[src/rtl/da_dct_pkg.sv]
package da_dct_pkg;
  localparam int CF = 12;
  localparam int NPT = 8;
  localparam int NHALF = 4;

  function automatic int half_cos_tab(input int m);
    case (m)
      0: return 2048;
      1: return 2009;
      2: return 1892;
      3: return 1703;
      4: return 1448;
      5: return 1138;
      6: return 784;
      7: return 400;
      default: return 0;
    endcase
  endfunction

  function automatic int weight_q(input int k, input int n);
    int m;
    if (k == 0) return 1448;
    m = ((2 * n + 1) * k) % 32;
    if (m > 16) m = 32 - m;
    if (m > 8) return -half_cos_tab(16 - m);
    return half_cos_tab(m);
  endfunction

  function automatic int rom_word(input int k, input int addr);
    int s;
    s = 0;
    for (int n = 0; n < NHALF; n++)
      if (((addr >> n) & 1) == 1) s += weight_q(k, n);
    return s;
  endfunction
endpackage

[src/rtl/da_seq.sv]
module da_seq #(
  parameter int VB = 9
) (
  input  logic clk,
  input  logic rst,
  input  logic start,
  output logic load,
  output logic step,
  output logic first,
  output logic last,
  output logic busy,
  output logic done
);
  localparam int CW = $clog2(VB);
  logic [CW-1:0] cnt;

  assign load  = start && !busy;
  assign step  = busy;
  assign first = busy && (cnt == '0);
  assign last  = busy && (cnt == CW'(VB - 1));

  always_ff @(posedge clk) begin
    if (rst) begin
      busy <= 1'b0;
      done <= 1'b0;
      cnt  <= '0;
    end else begin
      done <= last;
      if (load) begin
        busy <= 1'b1;
        cnt  <= '0;
      end else if (busy) begin
        cnt <= cnt + 1'b1;
        if (last) busy <= 1'b0;
      end
    end
  end
endmodule

[src/rtl/da_presum.sv]
module da_presum #(
  parameter int IW = 8,
  parameter int VB = IW + 1
) (
  input  logic                              clk,
  input  logic                              rst,
  input  logic                              load,
  input  logic                              shift,
  input  logic [da_dct_pkg::NPT*IW-1:0]     samp,
  output logic [da_dct_pkg::NHALF-1:0]      sum_bits,
  output logic [da_dct_pkg::NHALF-1:0]      dif_bits
);
  import da_dct_pkg::*;

  logic signed [VB-1:0] sum_sr [NHALF];
  logic signed [VB-1:0] dif_sr [NHALF];

  for (genvar n = 0; n < NHALF; n++) begin : g_lane
    logic signed [IW-1:0] ya, yb;
    logic signed [VB-1:0] sa, sb;
    assign ya = samp[n*IW +: IW];
    assign yb = samp[(NPT-1-n)*IW +: IW];
    assign sa = VB'(ya);
    assign sb = VB'(yb);

    always_ff @(posedge clk) begin
      if (rst) begin
        sum_sr[n] <= '0;
        dif_sr[n] <= '0;
      end else if (load) begin
        sum_sr[n] <= sa + sb;
        dif_sr[n] <= sa - sb;
      end else if (shift) begin
        sum_sr[n] <= {sum_sr[n][VB-2:0], 1'b0};
        dif_sr[n] <= {dif_sr[n][VB-2:0], 1'b0};
      end
    end

    assign sum_bits[n] = sum_sr[n][VB-1];
    assign dif_bits[n] = dif_sr[n][VB-1];
  end
endmodule

[src/rtl/da_rac.sv]
module da_rac #(
  parameter int K  = 0,
  parameter int VB = 9,
  parameter int OW = 12
) (
  input  logic                         clk,
  input  logic                         rst,
  input  logic                         step,
  input  logic                         first,
  input  logic                         last,
  input  logic [da_dct_pkg::NHALF-1:0] addr,
  output logic signed [OW-1:0]         coef
);
  import da_dct_pkg::*;

  localparam int RW = CF + 3;
  localparam int AW = RW + VB + 1;
  localparam logic signed [AW-1:0] HALF = AW'(1) <<< (CF - 1);

  logic signed [RW-1:0] rom_q;
  logic signed [AW-1:0] rom_x, acc, acc_nx, acc_rnd;

  always_comb begin
    rom_q = RW'(rom_word(K, int'(addr)));
  end

  assign rom_x   = AW'(rom_q);
  assign acc_nx  = first ? -rom_x : ((acc <<< 1) + rom_x);
  assign acc_rnd = acc_nx + HALF;

  always_ff @(posedge clk) begin
    if (rst) begin
      acc  <= '0;
      coef <= '0;
    end else if (step) begin
      acc <= acc_nx;
      if (last) coef <= OW'(acc_rnd >>> CF);
    end
  end
endmodule

[src/rtl/da_dct8.sv]
module da_dct8 #(
  parameter int IW = 8,
  parameter int VB = IW + 1,
  parameter int OW = IW + 4
) (
  input  logic                              clk,
  input  logic                              rst,
  input  logic                              start,
  input  logic [da_dct_pkg::NPT*IW-1:0]     samp_in,
  output logic [da_dct_pkg::NPT*OW-1:0]     coef_out,
  output logic                              busy,
  output logic                              done
);
  import da_dct_pkg::*;

  logic load, step, first, last;
  logic [NHALF-1:0] sum_bits, dif_bits;

  da_seq #(.VB(VB)) u_seq (
    .clk(clk), .rst(rst), .start(start), .load(load), .step(step),
    .first(first), .last(last), .busy(busy), .done(done)
  );

  da_presum #(.IW(IW), .VB(VB)) u_pre (
    .clk(clk), .rst(rst), .load(load), .shift(step), .samp(samp_in),
    .sum_bits(sum_bits), .dif_bits(dif_bits)
  );

  for (genvar k = 0; k < NPT; k++) begin : g_rac
    logic [NHALF-1:0] bus;
    logic signed [OW-1:0] c;
    if (k % 2 == 0) begin : g_even
      assign bus = sum_bits;
    end else begin : g_odd
      assign bus = dif_bits;
    end
    da_rac #(.K(k), .VB(VB), .OW(OW)) u_rac (
      .clk(clk), .rst(rst), .step(step), .first(first), .last(last),
      .addr(bus), .coef(c)
    );
    assign coef_out[k*OW +: OW] = c;
  end
endmodule

[config.mk]
export PLATFORM = sky130hd
export DESIGN_NAME = da_dct8
export DESIGN_NICKNAME = d
export VERILOG_FILES = /design/src/rtl/da_dct_pkg.sv /design/src/rtl/da_seq.sv /design/src/rtl/da_presum.sv /design/src/rtl/da_rac.sv /design/src/rtl/da_dct8.sv
export SDC_FILE = /design/constraint.sdc
export NUM_CORES = 1
export LEC_CHECK = 0
export CAP_MARGIN = 20
export CORE_UTILIZATION = 29
export CTS_CLUSTER_DIAMETER = 200
export DETAILED_ROUTE_END_ITERATION = 6
export GPL_ROUTABILITY_DRIVEN = 0
export SLEW_MARGIN = 25
export SYNTH_ARGS = -nofsm -noshare
export SYNTH_HDL_FRONTEND = slang
export SYNTH_MEMORY_MAX_BITS = 65536
export SYNTH_SLANG_ARGS = --single-unit
export TNS_END_PERCENT = 100
[constraint.sdc]
create_clock -name clk -period 8.3 [get_ports clk]
set_input_delay 1.66 -clock clk [delete_from_list [all_inputs] [get_ports clk]]
set_output_delay 1.66 -clock clk [all_outputs]
set_load 0.03 [all_outputs]
==> results, run 1 <==
- The maximum clock insertion buffer count is 3.
- The run finished, with violations left.
- The register-to-register path setup slack is 1.89 ns.
- The quantity of hold-fixing buffers added after cts is 0.
- The slew of the pin with the lowest slew margin is 1.03 ns.
- The number of buffers and inverters on the critical path is 2.
- From synthesis to final layout, the design area changed by 13.5%.
- Entering global routing, the biggest net connects 170 pins.
- The top flip-flop cell by instance count after synthesis is dfxtp_1.
- The die area is 108,000 sq um.
- The count of mapped cells out of synthesis is 3,987.
- The post-layout minimum cycle time is 6.41 ns.
- Setup repair after global routing left no endpoint under its margin.
- Clock latency on the worst-skew pair, taken at its later pin, is 0.60 ns.
- Summing the areas of all compound-gate instances in the mapped netlist gives 25.2% of the synthesized area.
- The clock-pin slew of the registers on the worst-case setup and hold paths is 0.06 ns.
- Detailed routing inserted a total of 29,145 vias.
- The timing-limited maximum frequency is 156 MHz.
- After floorplanning, the core was divided into 119 placement rows.
- The number of I/O port buffers is 164.
- The per-cell routed wire length is 16.7 microns.
- For this run the aggregate overflow at the end of global routing stands at 0.
- The xor and xnor fraction of the mapped netlist area is 8.55%.
- The mean instance size in the synthesized netlist is 7.77 sq um.
- Yosys mapped a number of flops with a built-in enable equal to 68.
- In this run the critical register-to-register path is launched from u_pre.dif_sr[0][8]$_DFFE_PP_.
- Power spread over the standard cell area amounts to 216 nW/um^2.
- The worst path uses 77.2% of the clock period.
- The detailed router's first-iteration violation count is 2,029.
- The detail route stage leaves a number of antenna-violating nets equal to 0.
- Detailed placement ended at an HPWL of 65,500 microns.
- The sum of negative setup slack is 0 ns.
- The CTS tree is built.
- The number of antenna violations at the first check in global routing is 2.
- The leakage component of the power is 13.7 nW.
- The cell at the slowest stage of the critical path is ha_1.
- The maximum resistive drop on vdd is 132 uV.
- The number of gates resized after cts is 0.
- In this run the count of I/O pins placed on the die edge is 165.
- Cells fill 33.3% of the core in the end.
- The synthesized netlist occupies a cell area of 31,000 sq um.
- The class of the most critical hold timing path is reg2reg.
- The combinational family with the most area after synthesis is compound AO/OA/AOI/OAI gates.
- The count of warnings emitted by yosys is 0.
- Across the run, the number of max-cap violations was 0.
- The via-per-instance ratio is 5.37.
- Leaving out fill and tap cells, the most frequent cells in the layout are 470 x nor2_1, 342 x nand2_1, 274 x dfxtp_1, 272 x a21oi_1, 271 x ha_1.
- The relative slew slack is 31.0%.
- The type of element launching the critical path is a flop.
- Once the floorplan was initialized, standard cells occupied 29.3% of the core.
- The via count of the first global-routing pass was 27,089.
- Once placement finished, the instance area stood at 33,700 sq um.
- The type of the worst setup path is reg2reg.
- The most common cell after layout, fill and taps aside is nor2_1.
- The pre-antenna-repair detailed-routing pass consisted of 7 iterations.
- The post-synth net total is 4,342.
- The clock sink count is 343.
- Buffers added to address setup during post-CTS repair amount to 0.
- Synthesis inferred 343 register bits.
- CTS placed an instance of clkbuf_16 at the clock tree root.
- The dominant cell type by area after synthesis is dfxtp_1.
- Walking the worst path, the cells encountered are inv_1, ha_1, buf_4, xor2_1, a2111o_1, and3_1, nor2_2, ha_1, and3_1, o2111ai_1, a211oi_1, nor3_1, or4_1, o211ai_1, o2111ai_1, nor4_2, xor2_1, a211oi_1.
- STA classifies the critical path endpoint as a flop.
- The share of cell area taken by muxes after synthesis is 2.27%.
- The total core area is 106,000 sq um.
- The die span in x is 329 microns.
- Across every metal layer, demand over resource in global routing totals 16.2%.
- After synthesis, the cell types taking the most area are dfxtp_1 18%, ha_1 11%, edfxtp_1 6.6%.
- Of the total synthesized cell area, the portion taken by AND, OR, NAND and NOR gates is 22.6%.
- Counting distinct cell types in the post-synthesis netlist gives 114.
- The repair_antennas step left the layout with diodes totalling 0.
- The final design area excluding fillers is 35,100 sq um.
- The synthesized netlist devotes 12.0% of its cell area to adder and majority cells.
- The die is 329 microns tall.
- Summing the sequential cell areas from Yosys gives 24.4% of the chip area.
- The final max-slew violation count is 0.
- The DRC violation count after routing is 15.
- The final layout contains routed wiring with a total length of 90,600 microns.
- The proportion of layout cells with a drive suffix above 1 is 4.75%.
- The delay of the slowest critical-path stage is 0.68 ns.
- The number of CTS-inserted buffers is 42.
- The fraction of synthesis flops using an asynchronous set or reset pin is 0%.
- Of the post-synthesis cell area, the dominant cell type holds 17.8%.
- The number of endpoints with negative hold slack in the final report came to 0.
- The peak fanout along the critical path is 20.
- The wire length of the first global-routing pass is 145,000 microns.
- The most critical setup path has its startpoint at u_pre.dif_sr[0][8]$_DFFE_PP_.
- The checks that failed: DRC.
- The arrival time of data at the critical path endpoint is 6.84 ns.
- The required time reported for the critical path endpoint is 8.73 ns.
- The deepest level of the CTS H-tree is 2.
- The net count of the finished layout is 4,360.
- The category of cells accounting for the largest share of critical-path delay is simple AND/OR/NAND/NOR gates.
- Setup violations remaining at the end of the flow were counted as 0.
- The final setup skew is 0.0263 ns.
- The hold path startpoint is g_rac[1].u_rac.coef[1]$_SDFFE_PP0P_.
## per-layer routing
| layer | vias up | wire length [microns] | track usage (%) |
|---|---|---|---|
| li1 | 14563 | - | - |
| met1 | 13747 | 45700 | 23.4 |
| met2 | 748 | 37500 | 24.4 |
| met3 | 87 | 6100 | 3.56 |
| met4 | 0 | 1330 | 3.31 |
| met5 | - | 0 | 0 |
## through the flow
step                instances  hold slack (ns)  power, mW  setup slack [ns]
floorplan                3987            0.445       4.84              2.54
global placement         5352            0.443       5.62              2.09
detailed placement       5352            0.444       5.65              2.03
CTS                      5429            0.452       7.61              1.96
global route             5429            0.475       8.13              1.26
finish                   5429            0.452       7.59              1.89
## state kept, by name, indices dropped and copies added, names as in the netlist
name and count:
u_seq.done 1, g_rac.u_rac.acc 173, u_seq.cnt 4, u_seq.busy 1, u_pre.sum_sr 34, u_pre.dif_sr 34
g_rac.u_rac.coef 96
## kinds of logic after synthesis
kind of cell             count (synthesis)
AND/OR/NAND/NOR                       1440
buffers and inverters                  383
AO/OA/AOI/OAI                         1163
multiplexers                            69
flip-flops                             343
other                                    1
adder cells (fa/ha/maj)                288
XOR/XNOR                               300
## area by class of cell
type / instances / area, sq um
multi-input combinational: 3261 / 21900
inverter: 163 / 613
clock buffer: 55 / 1180
tap: 1391 / 1740
clock inverter: 22 / 219
fill: 11142 / 70400
sequential: 343 / 7550
timing repair buffer: 194 / 1900
## worst reg2reg max path: stages, from the launching register on
cell and delay (ns):
edfxtp_1 0.61, inv_1 0.29, ha_1 0.68, buf_4 0.36, xor2_1 0.18, a2111o_1 0.41, and3_1 0.22, nor2_2 0.53
ha_1 0.32, and3_1 0.22, o2111ai_1 0.14, a211oi_1 0.44, nor3_1 0.19, or4_1 0.43, o211ai_1 0.20, o2111ai_1 0.30
nor4_2 0.42, xor2_1 0.23, a211oi_1 0.10
## worst paths after layout
kind / cells after the start / to
worst max-delay path: 18 / g_rac[5].u_rac.coef[9]$_SDFFE_PP0P_
worst min-delay path: 2 / g_rac[1].u_rac.coef[1]$_SDFFE_PP0P_
worst max register to register: 18 / g_rac[5].u_rac.coef[9]$_SDFFE_PP0P_
worst min register to register: 2 / g_rac[1].u_rac.coef[1]$_SDFFE_PP0P_
## where the power goes
part           total (mW)  switching [mW]  leakage [nW]  internal [mW]
Combinational        3.69            2.28          10.0           1.41
Clock                1.91           0.806         0.679           1.10
Sequential           1.99           0.115          3.01           1.88
Total                7.59            3.20          13.7           4.39
## synth_stat cells (15+ instances only)
library cell,instances
or4_1,16
and2_1,32
or2_2,15
nor2b_1,47
nand2_1,343
o211ai_1,51
nor4_1,27
xnor2_1,194
buf_1,23
a21o_1,68
ha_1,271
nand3_1,112
buf_2,30
dfxtp_1,275
nand2b_1,67
xor2_1,104
edfxtp_1,68
clkbuf_1,156
o21a_1,38
or3_1,42
o21bai_1,36
inv_1,159
and3_1,24
nor3b_1,20
o31ai_1,21
nand4_1,31
o21ai_0,237
a31oi_1,33
nor2_1,472
o2111ai_1,19
a211o_1,21
a211oi_1,133
a311oi_1,28
mux2i_1,63
a21oi_1,273
nor3_1,112
fa_1,17
Note: power is estimated with default switching activity, not from simulation.
==> inputs of run 2 (changes only) <==
==> constraint.sdc (replaced) <==
create_clock -name clk -period 6.55 [get_ports clk]
set_input_delay 1.31 -clock clk [delete_from_list [all_inputs] [get_ports clk]]
set_output_delay 1.31 -clock clk [all_outputs]
set_load 0.03 [all_outputs]
==> run 2 against run 1 <==
  * The run still ends with DRC left
  * Clock skew fell by 0.015 ns
  * Routed wire length is 0.26% higher
  * Highest routed layer unchanged
  * Critical endpoint is now g_rac[3].u_rac.coef[11]$_SDFFE_PP0P_
  * Sequential cell count is the same
==> results, run 2 (synthesis gave the netlist of run 1 again) <==
- The maximum resistive drop on vdd is 181 uV (+37%).
- The half-perimeter wire length of the detailed placement result is 65,600 microns (+0.23%).
- The DRC violation count after routing is 15 (unchanged).
- The CTS tree is built.
- The later-pin clock latency in the skew report is 0.60 ns (about the same).
- The maximum clock insertion buffer count is 3 (unchanged).
- The layout net count was 4,397 (+0.85%).
- The die boundary height is 329 microns (unchanged).
- The sum of internal, switching and leakage power was 9.84 mW (+30%).
- The number of flip-flops in the largest register was 173 (unchanged).
- Setup repair after global routing left no endpoint under its margin.
- The post-layout minimum cycle time is 6.01 ns (-0.395 ns).
- By startpoint and endpoint, the worst setup path is classified as reg2reg.
- The flow ran to the end, but the final reports show violations.
- The number of buffers and inverters on the critical path is 2 (unchanged).
- The number of vias after detailed routing was 29,111 (-0.12%).
- The number of CTS-inserted buffers is 42 (unchanged).
- The number of cells on the critical path is 20 (+2).
- The timing-limited maximum frequency was 166 MHz (+6.6%).
- The register cell area after layout is 7550 sq um (unchanged).
- The post-route worst hold slack was 0.452 ns (+0.000430 ns).
- In the layout the commonest cells are 470 x nor2_1, 342 x nand2_1, 274 x dfxtp_1, 273 x a21oi_1, 271 x ha_1.
- The final max-slew violation count came to 0 (unchanged).
- The library cell used most frequently in the layout, excluding fill and tap cells, is nor2_1.
- The area used by multi-input combinational logic came to 21,900 sq um (about the same).
- The maximum number of pins on one net before global-route repair is 186 (+9.4%).
- The switching portion of total power is 41.4% (-0.73 points).
- The via count of the first global-routing pass came to 27,282 (+0.71%).
- The arrival time of data at the critical path endpoint was 6.48 ns (-0.36 ns).
- The via-per-instance ratio is 5.33 (-0.77%).
- The power density normalized to cell area came to 277 nW/um^2 (+28%).
- The number of nets still failing antenna checks after routing is 0 (unchanged).
- The power share of the combinational group is 48.1% (-0.5 points).
- CTS placed an instance of clkbuf_16 at the clock tree root.
- The total setup violations reported at the end of the flow was 0 (unchanged).
- The filler cell count in the final layout is 11,094 (-0.43%).
- The total I/O pin count is 165 (unchanged).
- The number of rows created at floorplan is 119 (unchanged).
- The clock sink count came to 343 (unchanged).
- The total routing resource utilization after global routing is 16.4% (+0.23 points).
- The worst setup path is launched from a flop.
- The switching power is 4.08 mW (+27%).
- The deepest level of the CTS H-tree is 2 (unchanged).
- The largest registers in the layout are g_rac.u_rac.acc x173, g_rac.u_rac.coef x96.
- The number of antenna violations at the first check in global routing came to 3 (+1).
- The class of the most critical hold timing path is reg2reg.
- The total inserted antenna cells is 0 (unchanged).
- The share of total power in sequential cells is 25.7% (-0.5 points).
- The synthesis-to-finish area growth is 14.7%.
- Counting flops per register, the top entry is g_rac.u_rac.acc.
- The internal portion of total power is 5.76 mW (+31%).
- The delay of the slowest critical-path stage is 0.53 ns (-0.15 ns).
- The total core area is 106,000 sq um (unchanged).
- The final setup skew is 0.0110 ns (-0.0153 ns).
- The worst slack after detailed placement is 0.496 ns (-1.53 ns).
- The number of I/O port buffers is 164 (unchanged).
- The placed cell count is 5,378 (+0.49%).
- The die area is 108,000 sq um (unchanged).
- The starting utilization of the core area is 29.3% (unchanged).
- The total global routing overflow came to 0 (unchanged).
- The slew of the pin with the lowest slew margin came to 1.03 ns (-0.00483 ns).
- On the critical path the largest part of the delay comes from compound AO/OA/AOI/OAI gates.
- The number of cells traversed by the worst register-to-register path came to 20 (+2).
- The worst path setup slack after routing is 0.537 ns (-1.35 ns).
- The instance area after placement came to 33,900 sq um (+0.63%).
- The detailed router's first-iteration violation count came to 2,178 (+7.3%).
- The number of endpoints with negative hold slack in the final report was 0 (unchanged).
- The final standard cell count with taps included and fillers excluded came to 5,465 (+0.66%).
- The relative contribution of the clock network to total power came to 26.2% (+1.0 points).
- The relative slew slack is 31.3% (+0.25 points).
- The clock-pin slew of the registers on the worst-case setup and hold paths is 0.07 ns (about the same).
- The proportion of layout cells with a drive suffix above 1 came to 5.60% (+0.84 points).
- The final reports fail on DRC.
- The number of cells on the worst hold path is 2 (unchanged).
- The share of the cycle needed by the critical path after routing is 91.8% (+15 points).
- The utilization after layout was 33.7% (+0.37 points).
- The sum of routed wire length over all layers was 90,900 microns (+0.26%).
- The die span in x came to 329 microns (unchanged).
- The sum of negative setup slack is 0 ns (unchanged).
- The slowest stage of the critical path belongs to the cell ha_1.
- The number of max-cap violations is 0 (unchanged).
- The peak fanout along the critical path is 13 (-35%).
- The final design area excluding fillers is 35,500 sq um (+1.1%).
- The required time reported for the critical path endpoint is 7.02 ns (-1.71 ns).
- The critical path goes through inv_1, ha_1, nand2_1, inv_1, o2111ai_1, nand2_1, xnor2_1, ha_1, a21o_1, or3_1, o2111ai_1, nand2_1, xnor2_1, o21ai_1, ha_1, and3b_1, o2111ai_1, or3_1, a222oi_1, a21oi_1.
- The per-cell routed wire length was 16.6 microns (-0.40%).
- The detailed-routing iteration count for the pre-antenna-repair pass is 7 (unchanged).
- The leakage component of the power came to 13.9 nW (+1.7%).
- The wire length of the first global-routing pass is 147,000 microns (+1.3%).
- STA classifies the critical path endpoint as a flop.
-- run 2: worst paths after layout --
path / endpoint / start / slack, ns
max: g_rac[3].u_rac.coef[11]$_SDFFE_PP0P_ / u_pre.dif_sr[0][8]$_DFFE_PP_ / 0.54
min: g_rac[3].u_rac.coef[2]$_SDFFE_PP0P_ / g_rac[3].u_rac.coef[2]$_SDFFE_PP0P_ / 0.45
max reg2reg: g_rac[3].u_rac.coef[11]$_SDFFE_PP0P_ / u_pre.dif_sr[0][8]$_DFFE_PP_ / 0.54
min reg2reg: g_rac[3].u_rac.coef[2]$_SDFFE_PP0P_ / g_rac[3].u_rac.coef[2]$_SDFFE_PP0P_ / 0.45
-- run 2: power by group through the flow --
stage | logic (mW) | registers, mW | clock network (mW)
after CTS | 4.68 | 2.53 | 2.65
after detailed placement | 4.65 | 2.57 | 0
final | 4.73 | 2.53 | 2.58
after global placement | 4.61 | 2.57 | 0
after floorplan | 3.62 | 2.51 | 0
after global routing | 5.28 | 2.55 | 2.74
-- run 2: worst reg2reg max path, delay by kind of cell (launching register included) --
kind	cells	cell delay, ns
AOI/OAI and AO/OA	7	1.82
xor gates and xnor gates	2	0.34
adders and majority gates	3	1.13
buffers and inverters	2	0.58
DFF	1	0.50
and+or+nand+nor	6	1.51
-- run 2: repair_timing --
| item | in CTS | in global routing |
|---|---|---|
| resized for setup | 0 | 2 |
| hold buffers | 0 | 0 |
| buffers inserted | 0 | 11 |
| endpoints found under the setup margin | 0 | 10 |
-- run 2: final cells by class --
cell class | instances | share of cell area, %
Multi-Input combinational cell | 3261 | 61.8
Sequential cell | 343 | 21.3
Timing Repair Buffer | 231 | 6.17
Tap cell | 1391 | 4.90
Clock buffer | 52 | 3.30
Inverter | 163 | 1.73
Clock inverter | 24 | 0.894
-- run 2: metal layers --
layer | up-vias | share of wire (%) | GRT usage [%]
li1 | 14651 | - | -
met3 | 108 | 6.6 | 3.56
met5 | - | 0 | 0
met2 | 709 | 41 | 24.1
met1 | 13643 | 51 | 24.1
met4 | 0 | 1.8 | 3.89
